<file path="config.mk">
export PLATFORM = sky130hd
export DESIGN_NAME = swint_seq
export DESIGN_NICKNAME = d
export VERILOG_FILES = /design/src/rtl/swint_seq.sv
export SDC_FILE = /design/constraint.sdc
export NUM_CORES = 1
export LEC_CHECK = 0
export ABC_AREA = 1
export BUFFER_PORTS_ARGS = -buffer_cell sky130_fd_sc_hd__buf_4
export CAP_MARGIN = 10
export CORE_MARGIN = 1.5
export CORE_UTILIZATION = 40
export CTS_CLUSTER_SIZE = 14
export DETAILED_ROUTE_END_ITERATION = 10
export SYNTH_ARGS = -nofsm -noshare
export SYNTH_HDL_FRONTEND = slang
export SYNTH_SLANG_ARGS = --single-unit
</file>
<file path="constraint.sdc">
create_clock -name clk -period 2.7 [get_ports clk]
set_input_delay 0.81 -clock clk [delete_from_list [all_inputs] [get_ports clk]]
set_output_delay 0.81 -clock clk [all_outputs]
set_load 0.03 [all_outputs]
</file>
<file path="src/rtl/swint_seq.sv">
module swint_seq #(
  parameter int CLK_HZ = 50_000_000,
  parameter int CW = 36,
  parameter int DW = 16
) (
  input  logic          clk,
  input  logic          rst_n,
  input  logic          start,
  input  logic          stop,
  input  logic          simple_mode,
  input  logic [CW-1:0] len_reset,
  input  logic [CW-1:0] len_prehold,
  input  logic [CW-1:0] len_integ,
  input  logic [CW-1:0] len_posthold,
  input  logic [CW-1:0] len_bdelay,
  output logic          in_sw_n,
  output logic          rst_sw_n,
  output logic          adc_req,
  input  logic          adc_done,
  input  logic [DW-1:0] adc_code,
  output logic          res_valid,
  output logic [DW:0]   res_diff,
  output logic          adc_err
);

  localparam int MIN_PRE_I = (CLK_HZ / 1_000_000 < 1) ? 1 : CLK_HZ / 1_000_000;
  localparam logic [CW-1:0] MIN_PRE = CW'(MIN_PRE_I);
  localparam logic [CW-1:0] ONE = CW'(1);

  typedef enum logic [2:0] {S_IDLE, S_RST, S_PRE, S_INT, S_POST} phase_t;

  phase_t        phase;
  logic [CW-1:0] cnt, cur;
  logic [CW-1:0] l_rst, l_pre, l_int, l_post, l_bd;
  logic          m_simple, wait_q, got_a, got_b;
  logic [DW-1:0] code_a;
  logic          last, load, in_hold, take, have_a, have_b;
  logic          idle_w;
  logic [31:0]   min_pre_w;

  function automatic logic [CW-1:0] floor_at(input logic [CW-1:0] v, input logic [CW-1:0] m);
    return (v < m) ? m : v;
  endfunction

  always_comb begin
    case (phase)
      S_RST:   cur = l_rst;
      S_PRE:   cur = l_pre;
      S_INT:   cur = l_int;
      S_POST:  cur = l_post;
      default: cur = '0;
    endcase
  end

  assign last     = cnt == cur;
  assign rst_sw_n = phase != S_RST;
  assign in_sw_n  = !(phase == S_INT && !m_simple);
  assign adc_req  = (phase == S_PRE && cnt == '0) ||
                    (phase == S_POST && cnt == (m_simple ? '0 : l_bd));
  assign in_hold  = phase == S_PRE || phase == S_POST;
  assign take     = in_hold && (wait_q || adc_req) && adc_done;
  assign have_a   = got_a || (take && phase == S_PRE);
  assign have_b   = got_b || (take && phase == S_POST);
  assign load     = !stop && ((phase == S_IDLE && start) || (phase == S_POST && last));
  assign idle_w   = phase == S_IDLE;
  assign min_pre_w = 32'(MIN_PRE_I);

  always_ff @(posedge clk or negedge rst_n) begin
    if (!rst_n) begin
      l_rst <= '0; l_pre <= '0; l_int <= '0; l_post <= '0; l_bd <= '0;
      m_simple <= 1'b0;
    end else if (load) begin
      l_rst    <= floor_at(len_reset, ONE) - ONE;
      l_pre    <= floor_at(len_prehold, MIN_PRE) - ONE;
      l_int    <= floor_at(len_integ, ONE) - ONE;
      l_post   <= floor_at(len_posthold, ONE) - ONE;
      l_bd     <= len_bdelay;
      m_simple <= simple_mode;
    end
  end

  always_ff @(posedge clk or negedge rst_n) begin
    if (!rst_n) begin
      phase     <= S_IDLE;
      cnt       <= '0;
      wait_q    <= 1'b0;
      got_a     <= 1'b0;
      got_b     <= 1'b0;
      code_a    <= '0;
      res_valid <= 1'b0;
      res_diff  <= '0;
      adc_err   <= 1'b0;
    end else begin
      res_valid <= 1'b0;
      cnt       <= cnt + ONE;
      if (take) wait_q <= 1'b0;
      else if (adc_req) wait_q <= 1'b1;
      if (take && phase == S_PRE) begin
        code_a <= adc_code;
        got_a  <= 1'b1;
      end
      if (take && phase == S_POST) begin
        got_b <= 1'b1;
        if (got_a) begin
          res_valid <= 1'b1;
          res_diff  <= {1'b0, adc_code} - {1'b0, code_a};
        end
      end
      case (phase)
        S_IDLE: begin
          cnt <= '0;
          if (load) begin
            phase   <= S_RST;
            adc_err <= 1'b0;
          end
        end
        S_RST: if (last) begin
          phase <= S_PRE;
          cnt   <= '0;
        end
        S_PRE: if (last) begin
          if (!have_a) adc_err <= 1'b1;
          wait_q <= 1'b0;
          phase  <= S_INT;
          cnt    <= '0;
        end
        S_INT: if (last) begin
          phase <= S_POST;
          cnt   <= '0;
        end
        S_POST: if (last) begin
          if (!have_b) adc_err <= 1'b1;
          wait_q <= 1'b0;
          got_a  <= 1'b0;
          got_b  <= 1'b0;
          phase  <= S_RST;
          cnt    <= '0;
        end
        default: phase <= S_IDLE;
      endcase
      if (stop) begin
        phase  <= S_IDLE;
        cnt    <= '0;
        wait_q <= 1'b0;
        got_a  <= 1'b0;
        got_b  <= 1'b0;
      end
    end
  end

endmodule

</file>
## After elaboration in Yosys (flattened, before gate mapping)

Index checks and enable logic that the tools add are counted.

| storage, ports and cells | value |
|---|---|
| bits of input ports | 202 |
| output and inout port bits | 22 |
| bits in registers | 258 |
| logic and storage cells | 106 |

| operators by class | value |
|---|---|
| mux-type cells | 37 |
| equal/unequal tests | 17 |
| reductions and logical operators | 27 |
| magnitude comparators | 4 |
| add/sub/neg operators | 6 |

Operator list:

| kind | number |
|---|---|
| two-way mux 36 bit | 7 |
| case mux 36 bit (4 select lines) | 1 |
| subtractor 36 x 1 -> 36 bit, second input constant | 4 |
| < comparator 36 x 1 -> 1 bit, second input constant | 3 |
| == test 36 bit | 2 |
| case mux 36 bit (2 select lines) | 1 |
| adder 36 x 1 -> 36 bit, second input constant | 1 |
| logical NOT 36 bit | 1 |
| < comparator 36 x 6 -> 1 bit, second input constant | 1 |
| two-way mux 1 bit | 20 |
| two-way mux 3 bit | 6 |
| subtractor 16 x 16 -> 17 bit | 1 |
| != test 3 bit, second input constant | 5 |
| case mux 3 bit (5 select lines) | 1 |
| logical AND 1 bit | 10 |
| != test 2 bit, second input constant | 5 |
| == test 3 x 2 -> 1 bit, second input constant | 2 |
| logical OR 1 bit | 6 |
| AND reduction 6 bit | 1 |
| AND reduction 5 bit | 1 |
| OR reduction 4 bit | 1 |
| == test 3 x 1 -> 1 bit, second input constant | 1 |
| == test 3 bit, second input constant | 1 |
| logical NOT 1 bit | 3 |
| 6 further kinds | 6 |

## Logic depth before layout (Yosys ltp)

Gate-level depths: netlist (run 1).

| logic depth | value |
|---|---|
| word-level depth | 12 |
| depth in mapped cells | 22 |
| mapped depth without buffers | 22 |

## Least setup slack after synthesis (run 1)

Ideal clock, no wire load.

| timing | value |
|---|---|
| path type | input to register |
| start point | input port len_integ[14] |
| end point | register l_int[30] |
| slack | -0.486 ns |
| arrival time | 3.120 ns |
| stages on the path | 22 |
| setup time | 0.066 ns |
| required time | 2.634 ns |
| cell sequence | inv_1 -> nand2_1 -> nor2_1 -> nand2_1 -> nor2_1 -> nand2_1 -> nor2_1 -> nor2_1 -> ha_1 -> nand2_1 -> nor2_1 -> inv_1 -> nor2_1 -> nand4_1 -> nor2_1 -> nand2_1 -> inv_1 -> nand3_1 -> nor2_1 -> xor2_1 -> nand3_1 -> nand2_1 |

| on the way | value |
|---|---|
| longest elaborated chain between the ends | 3 |

RTL lines:

| what | RTL line | text |
|---|---|---|
| start: declaration | 13 | `input logic [CW-1:0] len_integ,` |
| < comparator 36 x 1 -> 1 bit | 42 | `return (v < m) ? m : v;` |
| two-way mux 36 bit (*) | 42 |  |
| subtractor 36 x 1 -> 36 bit (*) | 75 | `l_int <= floor_at(len_integ, ONE) - ONE;` |
| end signal: assignment | 75 |  |
| end: declaration | 34 | `logic [CW-1:0] l_rst, l_pre, l_int, l_post, l_bd;` |

Every way passes the cells marked *; elsewhere a longest branch is shown, timed or not.
A chain may end at the register's enable or synchronous reset.

## Worst setup path in the final report (run 1)

| timing | value |
|---|---|
| start point | register m_simple |
| end point | output port adc_req |

| on the way | value |
|---|---|
| longest elaborated chain between the ends | 4 |

RTL lines:

| what | RTL line | text |
|---|---|---|
| start: declaration | 35 | `logic m_simple, wait_q, got_a, got_b;` |
| start signal: assignment | 78 | `m_simple <= simple_mode;` |
| two-way mux 36 bit | 59 | `(phase == S_POST && cnt == (m_simple ? '0 : l_bd));` |
| == test 36 bit | 59 |  |
| logical AND 1 bit | 59 |  |
| logical OR 1 bit | 58 | `assign adc_req = (phase == S_PRE && cnt == '0) \|\|` |
| end: declaration | 18 | `output logic adc_req,` |

Every way passes these cells.

==> results.json, run 1 <==
{
  "run_status": "finished with violations",
  "violated_checks": "negative setup slack",
  "globalRoute.totalOverflow": 0,
  "most-common-layout-cells": "nand2_1, buf_4, nor2_1",
  "synth.cell_area_mm2": 0.0177,
  "drive_gt1_frac": 0.383,
  "required_ns": 1.89,
  "post_synth.cell_area_avg_um2": 6.52,
  "seq_power_share": 0.291,
  "worstPathArrival_ns": 2.60,
  "design.core.area_mm2": 0.0434,
  "grt_pass1_wl_um": 116000,
  "clock_tree.buffer_depth": 3,
  "cellPowerDensity_mw_per_mm2": 840,
  "ioPinCount": 224,
  "timing.critical_path.max_delay_family": "simple AND/OR/NAND/NOR gates",
  "antenna_found_initial": 0,
  "final_hold_viol_count": 0,
  "critPathMaxStageDelay_ns": 0.40,
  "total_switching_power_w": 0.0102,
  "dieHeight_um": 213,
  "worst_ir_drop_vdd_uv": 687,
  "final_antenna_net_count": 0,
  "synth.top_cells.by_area": "dfrtp_1, nand2_1, nor2_1, nand3_1, inv_1",
  "crit_type": "reg2out",
  "finished_layout_cell_area_mm2": 0.0288,
  "number_of_cells_on_the_critical_path": 12,
  "hold_removal_path_class": "in2async",
  "fill_cells": 3781,
  "wire_per_inst_um": 19.9,
  "power.combinational.fraction": 0.539,
  "tightest_slew_ns": 0.676,
  "count_of_mapped_cells_out_of_synthesis": 2715,
  "critical_path.reg2reg.endpoint": "l_rst[35]",
  "layout.area.seq_mm2": 0.00646,
  "vias": 21400,
  "ys_ff_latch": 258,
  "h-tree-depth": 1,
  "critPathMostFrequentCell": "nand2_2",
  "globalplace.congestion": 1.03,
  "async_flop_share": 1.00,
  "synth.net_count": 2940,
  "grt.total_usage": 0.334,
  "sequential_to_total_area_share_from_yosys_stat": 0.365,
  "timing.critical_path.fanout_max": 5,
  "timing.critical_path.cells": "clkinv_4 > buf_12 > buf_16 > nand2_2 > nand2_2 > nand2_4 > nand3_2 > or3b_4 > nor4_4 > nand4_1 > o21ai_4 > buf_6",
  "dp_hpwl_um": 54100,
  "post_synth_fa_ha_maj_area_fraction": 0.0167,
  "clock_tree.root_cell": "clkbuf_16",
  "crit_path_start_kind": "flop",
  "setup.worst_path.end_class": "output pin",
  "ys_types": 43,
  "finalWorstPathRequiredPeriod_ns": 3.41,
  "std_cell_rows": 76,
  "multiInputGateArea_mm2": 0.0122,
  "timing.final.setup_violations": 243,
  "pins_over_their_slew_limit": 0,
  "synthDominantAreaCellType": "dfrtp_1",
  "start_util": 0.408,
  "remaining_routing_drc_violations": 0,
  "vias_in_the_first_global_route": 20700,
  "netSwitchingFraction": 0.423,
  "fin_tns_setup_ns": -100.88,
  "synth_top_family_by_area": "simple AND/OR/NAND/NOR gates",
  "layout.cells.most_common": "nand2_1",
  "p_int_w": 0.0140,
  "synthSimpleGateAreaFrac": 0.423,
  "placedInstanceArea_mm2": 0.0232,
  "die-area_mm2": 0.0455,
  "avgViaCountPerCell": 5.32,
  "crit_buf_inv": 4,
  "p_leak_nw": 14.2,
  "critical_path.slowest_cell": "dfrtp_1",
  "clock_tree_from_tritoncts": "yes",
  "cts_made_buffers": 29,
  "worst_r2r_path_depth": 22,
  "yosys.area_share.xor_xnor": 0.0752,
  "postCtsHoldBufs": 0,
  "clock_insertion_delay_worst_skew_ns": 0.57,
  "clockPowerShare": 0.170,
  "synth_largest_type_area_fraction": 0.365,
  "synthesis.yosys.warnings": 0,
  "clock_sinks": 258,
  "fraction_of_the_mapped_netlist_area_in_compound_gates": 0.0435,
  "maxCapViolations": 0,
  "initialDrtViolationCount": 2127,
  "diodes": 0,
  "area_delta_synth_final_pct": 62.7,
  "place.port_buffers": 223,
  "final_net_count": 3635,
  "synth_flop_cell": "dfrtp_1",
  "maxClockFrequency_mhz": 293,
  "floorplan.die.width_um": 213,
  "clk_pin_slew_ns": 0.06,
  "pin_count_of_the_biggest_net_entering_global_routing": 67,
  "max-slew-margin-rel": 0.549,
  "detail_route.wirelength_um": 79800,
  "iteration_count_of_the_initial_detailed_routing_pass": 6,
  "finalHoldWorstSlack_ns": 0.208,
  "total_power_w": 0.0242,
  "fin_crit_sh": 1.26,
  "clock_skew_ns": 0.0105,
  "worst_path_setup_slack_after_routing_ns": -0.710,
  "synth_edf_count": 0,
  "synthMuxAreaShare": 0,
  "register_to_register_setup_slack_ns": -0.59,
  "final_core_utilization": 0.664,
  "critical_path.reg2reg.startpoint": "phase[0]",
  "unrepaired_setup_endpoints_after_global_routing": "yes"
}
logic make-up after synthesis:
group | Yosys count
flops | 258
buf+inv | 334
compound gates | 144
xor+xnor | 152
simple gates | 1804
fa+ha+maj | 23
state kept, by name, summed over array words and instances (netlist names):
name	cells
l_post	36
wait_q	1
res_valid	1
l_int	36
got_b	1
got_a	1
res_diff	17
code_a	16
l_bd	36
adc_err	1
m_simple	1
cnt	36
l_rst	36
l_pre	36
phase	3
through the flow:
stage                     std cells  setup WS, ns
after global routing           4017        -0.796
after detailed placement       3844        -0.577
final                          4017        -0.710
after global placement         3844        -0.568
after CTS                      4008        -0.727
after floorplan                2715        -0.256
layout make-up:
class	count	area share
Clock inverter	13	0.00556
Sequential cell	258	0.224
Tap cell	585	0.0254
Timing Repair Buffer	752	0.261
Inverter	246	0.0330
Multi-Input combinational cell	2123	0.423
Clock buffer	40	0.0284
what timing repair did:
item | 4_1_cts | 5_1_grt
pin swaps | 45 | 103
resized for setup | 339 | 460
setup endpoints to repair | 236 | 261
cloned | 51 | 15
buffers inserted | 60 | 30
cells in the mapped netlist (2+ instances only):
master	instances
ha_1	22
o21ai_1	6
nand2_1	976
nand3_2	3
buf_1	2
clkbuf_1	41
buf_2	32
or2_2	6
nand4_1	49
xor2_1	101
a31oi_1	2
buf_6	4
nand3b_1	13
nor4_1	18
nor2_1	385
xnor2_1	51
inv_2	4
o22ai_1	9
buf_4	9
o31ai_1	2
a21o_1	2
nand3_1	276
inv_1	242
o41ai_1	2
a21oi_1	43
dfrtp_1	258
nor3_1	70
o21ai_0	72
layer usage:
| layer | share of wire | track usage | vias to the layer above |
|---|---|---|---|
| li1 | - | - | 10000 |
| met1 | 0.40 | 0.432 | 10100 |
| met2 | 0.47 | 0.557 | 976 |
| met3 | 0.078 | 0.0447 | 246 |
| met4 | 0.054 | 0.150 | 0 |
| met5 | 0 | 0 | - |
power by group through the flow:
stage,sequential [W],clock (W),combinational (W)
after floorplan,0.00589,0,0.00463
after global placement,0.00641,0,0.00737
after detailed placement,0.00641,0,0.00749
after CTS,0.00657,0.00412,0.0112
after global routing,0.00714,0.00429,0.0139
final,0.00705,0.00411,0.0130
worst max path at each step:
stage | startpoint | to
4_1_cts | m_simple | adc_req
5_1_grt | m_simple | adc_req
3_5_place_dp | len_reset[24] | l_rst[30]
2_1_floorplan | len_integ[16] | l_int[30]
6_report | m_simple | adc_req
3_3_place_gp | len_reset[25] | l_rst[30]
Note: power is estimated with default switching activity, not from simulation.
==> inputs of run 2 (changes only) <==
--- a/config.mk
+++ b/config.mk
@@ -12,6 +12,7 @@
 export CORE_UTILIZATION = 40
 export CTS_CLUSTER_SIZE = 14
 export DETAILED_ROUTE_END_ITERATION = 10
+export SETUP_SLACK_MARGIN = 0.5
 export SYNTH_ARGS = -nofsm -noshare
 export SYNTH_HDL_FRONTEND = slang
 export SYNTH_SLANG_ARGS = --single-unit
==> constraint.sdc (replaced) <==
create_clock -name clk -period 2.7 [get_ports clk]
set_input_delay 0.81 -clock clk [delete_from_list [all_inputs] [get_ports clk]]
set_output_delay 0.81 -clock clk [all_outputs]
set_load 0.1 [all_outputs]
==> run 2 against run 1 <==
Net effect: the flow still finishes with violations (negative setup slack); largest power group unchanged; critical endpoint unchanged; fmax grew 0.91%; via count shrank 1.8%; cell count grew 0.25%; first-iteration DRC count shrank 7.9%; critical path depth shrank 2; largest cell class unchanged; combinational power shrank 12%; clock-buffer cell count grew 1; final area shrank 2.1%; global-route usage shrank 2.9 points; die area is the same; sequential cell count is the same.
==> results.json, run 2 (synthesis results as in run 1) <==
{
  "finalHoldWorstSlack_ns": 0.185,
  "drive_gt1_frac": 0.380,
  "remaining_routing_drc_violations": 0,
  "dp_hpwl_um": 54700,
  "wire_per_inst_um": 18.9,
  "register_to_register_setup_slack_ns": -0.65,
  "timing.final.setup_violations": 244,
  "unrepaired_setup_endpoints_after_global_routing": "yes",
  "maxClockFrequency_mhz": 296,
  "clock_skew_ns": 0.0227,
  "layout.cells.most_common": "nand2_1",
  "vias_in_the_first_global_route": 19600,
  "avgViaCountPerCell": 5.21,
  "final_antenna_net_count": 0,
  "total_power_w": 0.0228,
  "grt.total_usage": 0.305,
  "cellPowerDensity_mw_per_mm2": 807,
  "globalplace.congestion": 0.967,
  "critical_path.reg2reg.endpoint": "l_int[22]",
  "design.core.area_mm2": 0.0434,
  "clock_tree_from_tritoncts": "yes",
  "fill_cells": 3918,
  "hold_removal_path_class": "in2async",
  "critical_path.slowest_cell": "dfrtp_2",
  "clock_insertion_delay_worst_skew_ns": 0.59,
  "layout.area.seq_mm2": 0.00646,
  "worstPathArrival_ns": 2.57,
  "start_util": 0.408,
  "crit_path_start_kind": "flop",
  "clock_tree.buffer_depth": 3,
  "crit_type": "reg2out",
  "floorplan.die.width_um": 213,
  "critPathMaxStageDelay_ns": 0.43,
  "grt_pass1_wl_um": 108000,
  "area_delta_synth_final_pct": 59.3,
  "worst_ir_drop_vdd_uv": 542,
  "timing.critical_path.max_delay_family": "simple AND/OR/NAND/NOR gates",
  "tightest_slew_ns": 0.560,
  "clock_sinks": 258,
  "worst_r2r_path_depth": 24,
  "max-slew-margin-rel": 0.624,
  "cts_made_buffers": 30,
  "postCtsHoldBufs": 0,
  "setup.worst_path.end_class": "output pin",
  "pins_over_their_slew_limit": 0,
  "vias": 21000,
  "timing.critical_path.fanout_max": 4,
  "globalRoute.totalOverflow": 0,
  "antenna_found_initial": 3,
  "final_net_count": 3642,
  "clk_pin_slew_ns": 0.07,
  "clock_tree.root_cell": "clkbuf_16",
  "finalWorstPathRequiredPeriod_ns": 3.38,
  "initialDrtViolationCount": 1959,
  "most-common-layout-cells": "nand2_1, buf_4, nor2_1",
  "run_status": "finished with violations",
  "fin_crit_sh": 1.25,
  "pin_count_of_the_biggest_net_entering_global_routing": 64,
  "detail_route.wirelength_um": 76100,
  "iteration_count_of_the_initial_detailed_routing_pass": 6,
  "violated_checks": "negative setup slack",
  "std_cell_rows": 76,
  "ioPinCount": 224,
  "h-tree-depth": 1,
  "crit_buf_inv": 3,
  "required_ns": 1.89,
  "worst_setup_path_startpoint": "phase[0]",
  "worst_path_setup_slack_after_routing_ns": -0.679,
  "final_hold_viol_count": 0,
  "fin_tns_setup_ns": -110.05,
  "p_leak_nw": 14.0,
  "die-area_mm2": 0.0455,
  "maxCapViolations": 0,
  "place.port_buffers": 223,
  "critical_path.reg2reg.startpoint": "phase[0]",
  "multiInputGateArea_mm2": 0.0120,
  "dieHeight_um": 213,
  "timing.critical_path.cells": "inv_4 > nand2_4 > nor2_4 > buf_6 > nand3_2 > or3b_4 > nor4_2 > nand4_1 > o21ai_4 > buf_12"
}
[run 2: cell types whose count changed in the layout (fill, tap and decap cells not counted), sizes merged]
cell and delta:
inv +2, clkinv +2, buf -4, clkbuf +11
bufbuf -1, clkinvlp -1, diode +1
[run 2: power breakdown]
group	leakage [nW]	total [W]	internal, W	switching [W]
Clock	0.522	0.00435	0.00258	0.00177
Sequential	3.25	0.00692	0.00525	0.00167
Combinational	10.2	0.0115	0.00534	0.00615
Total	14.0	0.0228	0.0132	0.00960
[run 2: repair_timing]
action,CTS,global route
endpoints found under the setup margin,261,261
buffers inserted,23,23
gates resized for setup,60,529
cloned,10,35
pin swaps,7,57
[run 2: worst max path at each step]
stage / end / slack [ns] / cells after the start
after detailed placement: adc_req / -0.38 / 9
after floorplan: l_int[30] / -0.26 / 21
after global placement: adc_req / -0.40 / 9
after global routing: adc_req / -0.78 / 11
final: adc_req / -0.68 / 10
after CTS: adc_req / -0.68 / 9
[run 2: cell type report]
type | instances | area share
multi-input combinational | 2123 | 0.427
timing repair buffer | 757 | 0.245
sequential | 258 | 0.229
inverter | 246 | 0.0346
clock buffer | 41 | 0.0313
tap | 585 | 0.0260
clock inverter | 15 | 0.00630
timing repair inverter | 1 | 0.000577
antenna | 1 | 0.0000887
[run 2: layer usage]
metal	GRT usage	share of wire	vias up
li1	-	-	10100
met1	0.414	0.42	9857
met2	0.499	0.46	873
met3	0.0325	0.072	195
met4	0.119	0.050	4
met5	0	0.00038	-
[run 2: through the flow]
stage	area, um^2	worst slack [ns]	std cells	util
6_report	28200	-0.679	4027	0.650
5_1_grt	28200	-0.779	4027	0.650
4_1_cts	25600	-0.680	3968	0.589
3_5_place_dp	23800	-0.383	3879	0.549
3_3_place_gp	23800	-0.398	3879	0.549
2_1_floorplan	18600	-0.255	2715	-
==> inputs of run 3 (changes only) <==
--- a/config.mk
+++ b/config.mk
@@ -10,8 +10,10 @@
 export CAP_MARGIN = 10
 export CORE_MARGIN = 1.5
 export CORE_UTILIZATION = 40
+export CTS_CLUSTER_DIAMETER = 50
 export CTS_CLUSTER_SIZE = 14
 export DETAILED_ROUTE_END_ITERATION = 10
+export PLACE_DENSITY = 0.63
 export SETUP_SLACK_MARGIN = 0.5
 export SYNTH_ARGS = -nofsm -noshare
 export SYNTH_HDL_FRONTEND = slang
==> run 3 against run 2 <==
Net effect: the flow still finishes with violations (negative setup slack); hold slack better by 0.021 ns; die area unchanged; final area grew 3.5%; global-route usage up 2.4 points; largest power group unchanged.
==> results.json, run 3 (synthesis results as in run 1) <==
{
  "die-area_mm2": 0.0455,
  "globalplace.congestion": 1.04,
  "drive_gt1_frac": 0.385,
  "clock_tree.buffer_depth": 3,
  "detail_route.wirelength_um": 77600,
  "vias_in_the_first_global_route": 20800,
  "clockPowerShare": 0.199,
  "clock_skew_ns": 0.0317,
  "cellPowerDensity_mw_per_mm2": 839,
  "final_net_count": 3652,
  "h-tree-depth": 2,
  "grt.total_usage": 0.329,
  "tightest_slew_ns": 0.730,
  "maxCapViolations": 0,
  "start_util": 0.408,
  "hold_removal_path_class": "in2async",
  "setup.worst_path.end_class": "flop",
  "cts_made_buffers": 34,
  "finalWorstPathRequiredPeriod_ns": 3.42,
  "diodes": 0,
  "floorplan.die.width_um": 213,
  "clk_pin_slew_ns": 0.07,
  "timing.critical_path.fanout_max": 8,
  "pin_count_of_the_biggest_net_entering_global_routing": 64,
  "worst_setup_path_startpoint": "phase[2]",
  "clock_sinks": 258,
  "run_status": "finished with violations",
  "design.core.area_mm2": 0.0434,
  "required_ns": 3.14,
  "clock_tree_from_tritoncts": "yes",
  "most-common-layout-cells": "nand2_1, buf_4, nor2_1",
  "dieHeight_um": 213,
  "area_delta_synth_final_pct": 64.8,
  "register_to_register_setup_slack_ns": -0.72,
  "fin_tns_setup_ns": -138.91,
  "p_int_w": 0.0142,
  "initialDrtViolationCount": 1950,
  "critical_path.reg2reg.endpoint": "l_pre[18]",
  "timing.final.setup_violations": 237,
  "worst_path_setup_slack_after_routing_ns": -0.715,
  "placedInstanceArea_mm2": 0.0238,
  "fin_crit_sh": 1.26,
  "avgViaCountPerCell": 5.30,
  "netSwitchingFraction": 0.418,
  "p_leak_nw": 14.2,
  "worst_r2r_path_depth": 24,
  "std_cell_rows": 76,
  "place.port_buffers": 223,
  "detailedPlace.worstSlack_ns": -0.430,
  "power.combinational.fraction": 0.523,
  "remaining_routing_drc_violations": 0,
  "violated_checks": "negative setup slack",
  "crit_path_start_kind": "flop",
  "iteration_count_of_the_initial_detailed_routing_pass": 6,
  "max-slew-margin-rel": 0.513,
  "clock_insertion_delay_worst_skew_ns": 0.56,
  "vias": 21400,
  "final_hold_viol_count": 0,
  "worstPathArrival_ns": 3.85,
  "grt_pass1_wl_um": 115000,
  "pins_over_their_slew_limit": 0,
  "seq_power_share": 0.278,
  "ioPinCount": 224,
  "worst_ir_drop_vdd_uv": 567,
  "maxClockFrequency_mhz": 293,
  "finished_layout_cell_area_mm2": 0.0292,
  "dp_hpwl_um": 54300,
  "layout.cells.most_common": "nand2_1",
  "wire_per_inst_um": 19.2,
  "critical_path.reg2reg.startpoint": "phase[2]",
  "total_switching_power_w": 0.0102,
  "crit_type": "reg2reg",
  "unrepaired_setup_endpoints_after_global_routing": "yes",
  "globalRoute.totalOverflow": 0,
  "clock_tree.root_cell": "clkbuf_16",
  "antenna_found_initial": 0,
  "final_antenna_net_count": 0
}
[run 3: cell count changes in the layout (fill, tap and decap cells not counted), moves of 28 or more]
cell     change
nand2_4     -28
nand3_1    -100
nand2_2     -34
nand3_2     +79
nand2_1     +62
[run 3: what timing repair did]
item	4_1_cts	5_1_grt
endpoints found under the setup margin	261	261
pin swaps	98	104
setup buffers	52	9
hold buffers	0	0
resized for setup	247	368
cloned	42	10
[run 3: power by group through the flow]
stage                     clock [W]  sequential (W)  combinational [W]
final                       0.00487         0.00680             0.0128
after global routing        0.00506         0.00689             0.0136
after CTS                   0.00488         0.00642             0.0110
after detailed placement          0         0.00642            0.00799
after global placement            0         0.00641            0.00784
after floorplan                   0         0.00591            0.00527
[run 3: worst max-delay path by stage]
stage	endpoint	slack (ns)	cells after the start
2_1_floorplan	l_int[30]	-0.26	21
3_3_place_gp	l_int[30]	-0.38	22
3_5_place_dp	l_int[30]	-0.43	22
4_1_cts	adc_req	-0.69	11
5_1_grt	l_int[22]	-0.85	28
6_report	l_pre[18]	-0.72	24
[run 3: critical path, stage by stage, from the launching register on]
cell       delay [ns]
dfrtp_2          0.41
buf_6            0.12
buf_6            0.10
buf_6            0.11
buf_6            0.11
nor3_4           0.12
buf_6            0.15
buf_12           0.11
buf_16           0.11
nand2_1          0.07
nand2_2          0.13
o21ai_0          0.09
nand2_1          0.08
nand2_1          0.06
nor2_1           0.09
nand2_1          0.08
nor2_2           0.15
nand3_2          0.11
o21ai_4          0.22
buf_12           0.19
nand2_8          0.11
buf_12           0.24
clkbuf_16        0.19
nand2_2          0.06
nand2_1          0.06
[run 3: area by class of cell]
class / instances / area (um^2)
Clock buffer: 37 / 872
Clock inverter: 25 / 328
Fill cell: 3536 / 14200
Inverter: 246 / 976
Multi-Input combinational cell: 2125 / 12300
Sequential cell: 258 / 6460
Tap cell: 585 / 732
Timing Repair Buffer: 759 / 7440
Timing Repair inverter: 3 / 23.8
[run 3: per-layer routing]
| layer | wire, um | part of all wire | global-route usage | vias up |
|---|---|---|---|---|
| met3 | 5860 | 0.075 | 0.0454 | 250 |
| met2 | 36100 | 0.46 | 0.537 | 944 |
| met5 | 0 | 0 | 0 | - |
| li1 | - | - | - | 10100 |
| met1 | 31200 | 0.40 | 0.428 | 10100 |
| met4 | 4450 | 0.057 | 0.162 | 0 |
[run 3: metrics by stage]
| stage | cells | power (W) | util | hold WS (ns) |
|---|---|---|---|---|
| 2_1_floorplan | 2715 | 0.0112 | - | 0.442 |
| 3_3_place_gp | 3863 | 0.0142 | 0.548 | 0.455 |
| 3_5_place_dp | 3863 | 0.0144 | 0.548 | 0.459 |
| 4_1_cts | 4019 | 0.0224 | 0.634 | 0.210 |
| 5_1_grt | 4038 | 0.0256 | 0.673 | 0.240 |
| 6_report | 4038 | 0.0245 | 0.673 | 0.206 |
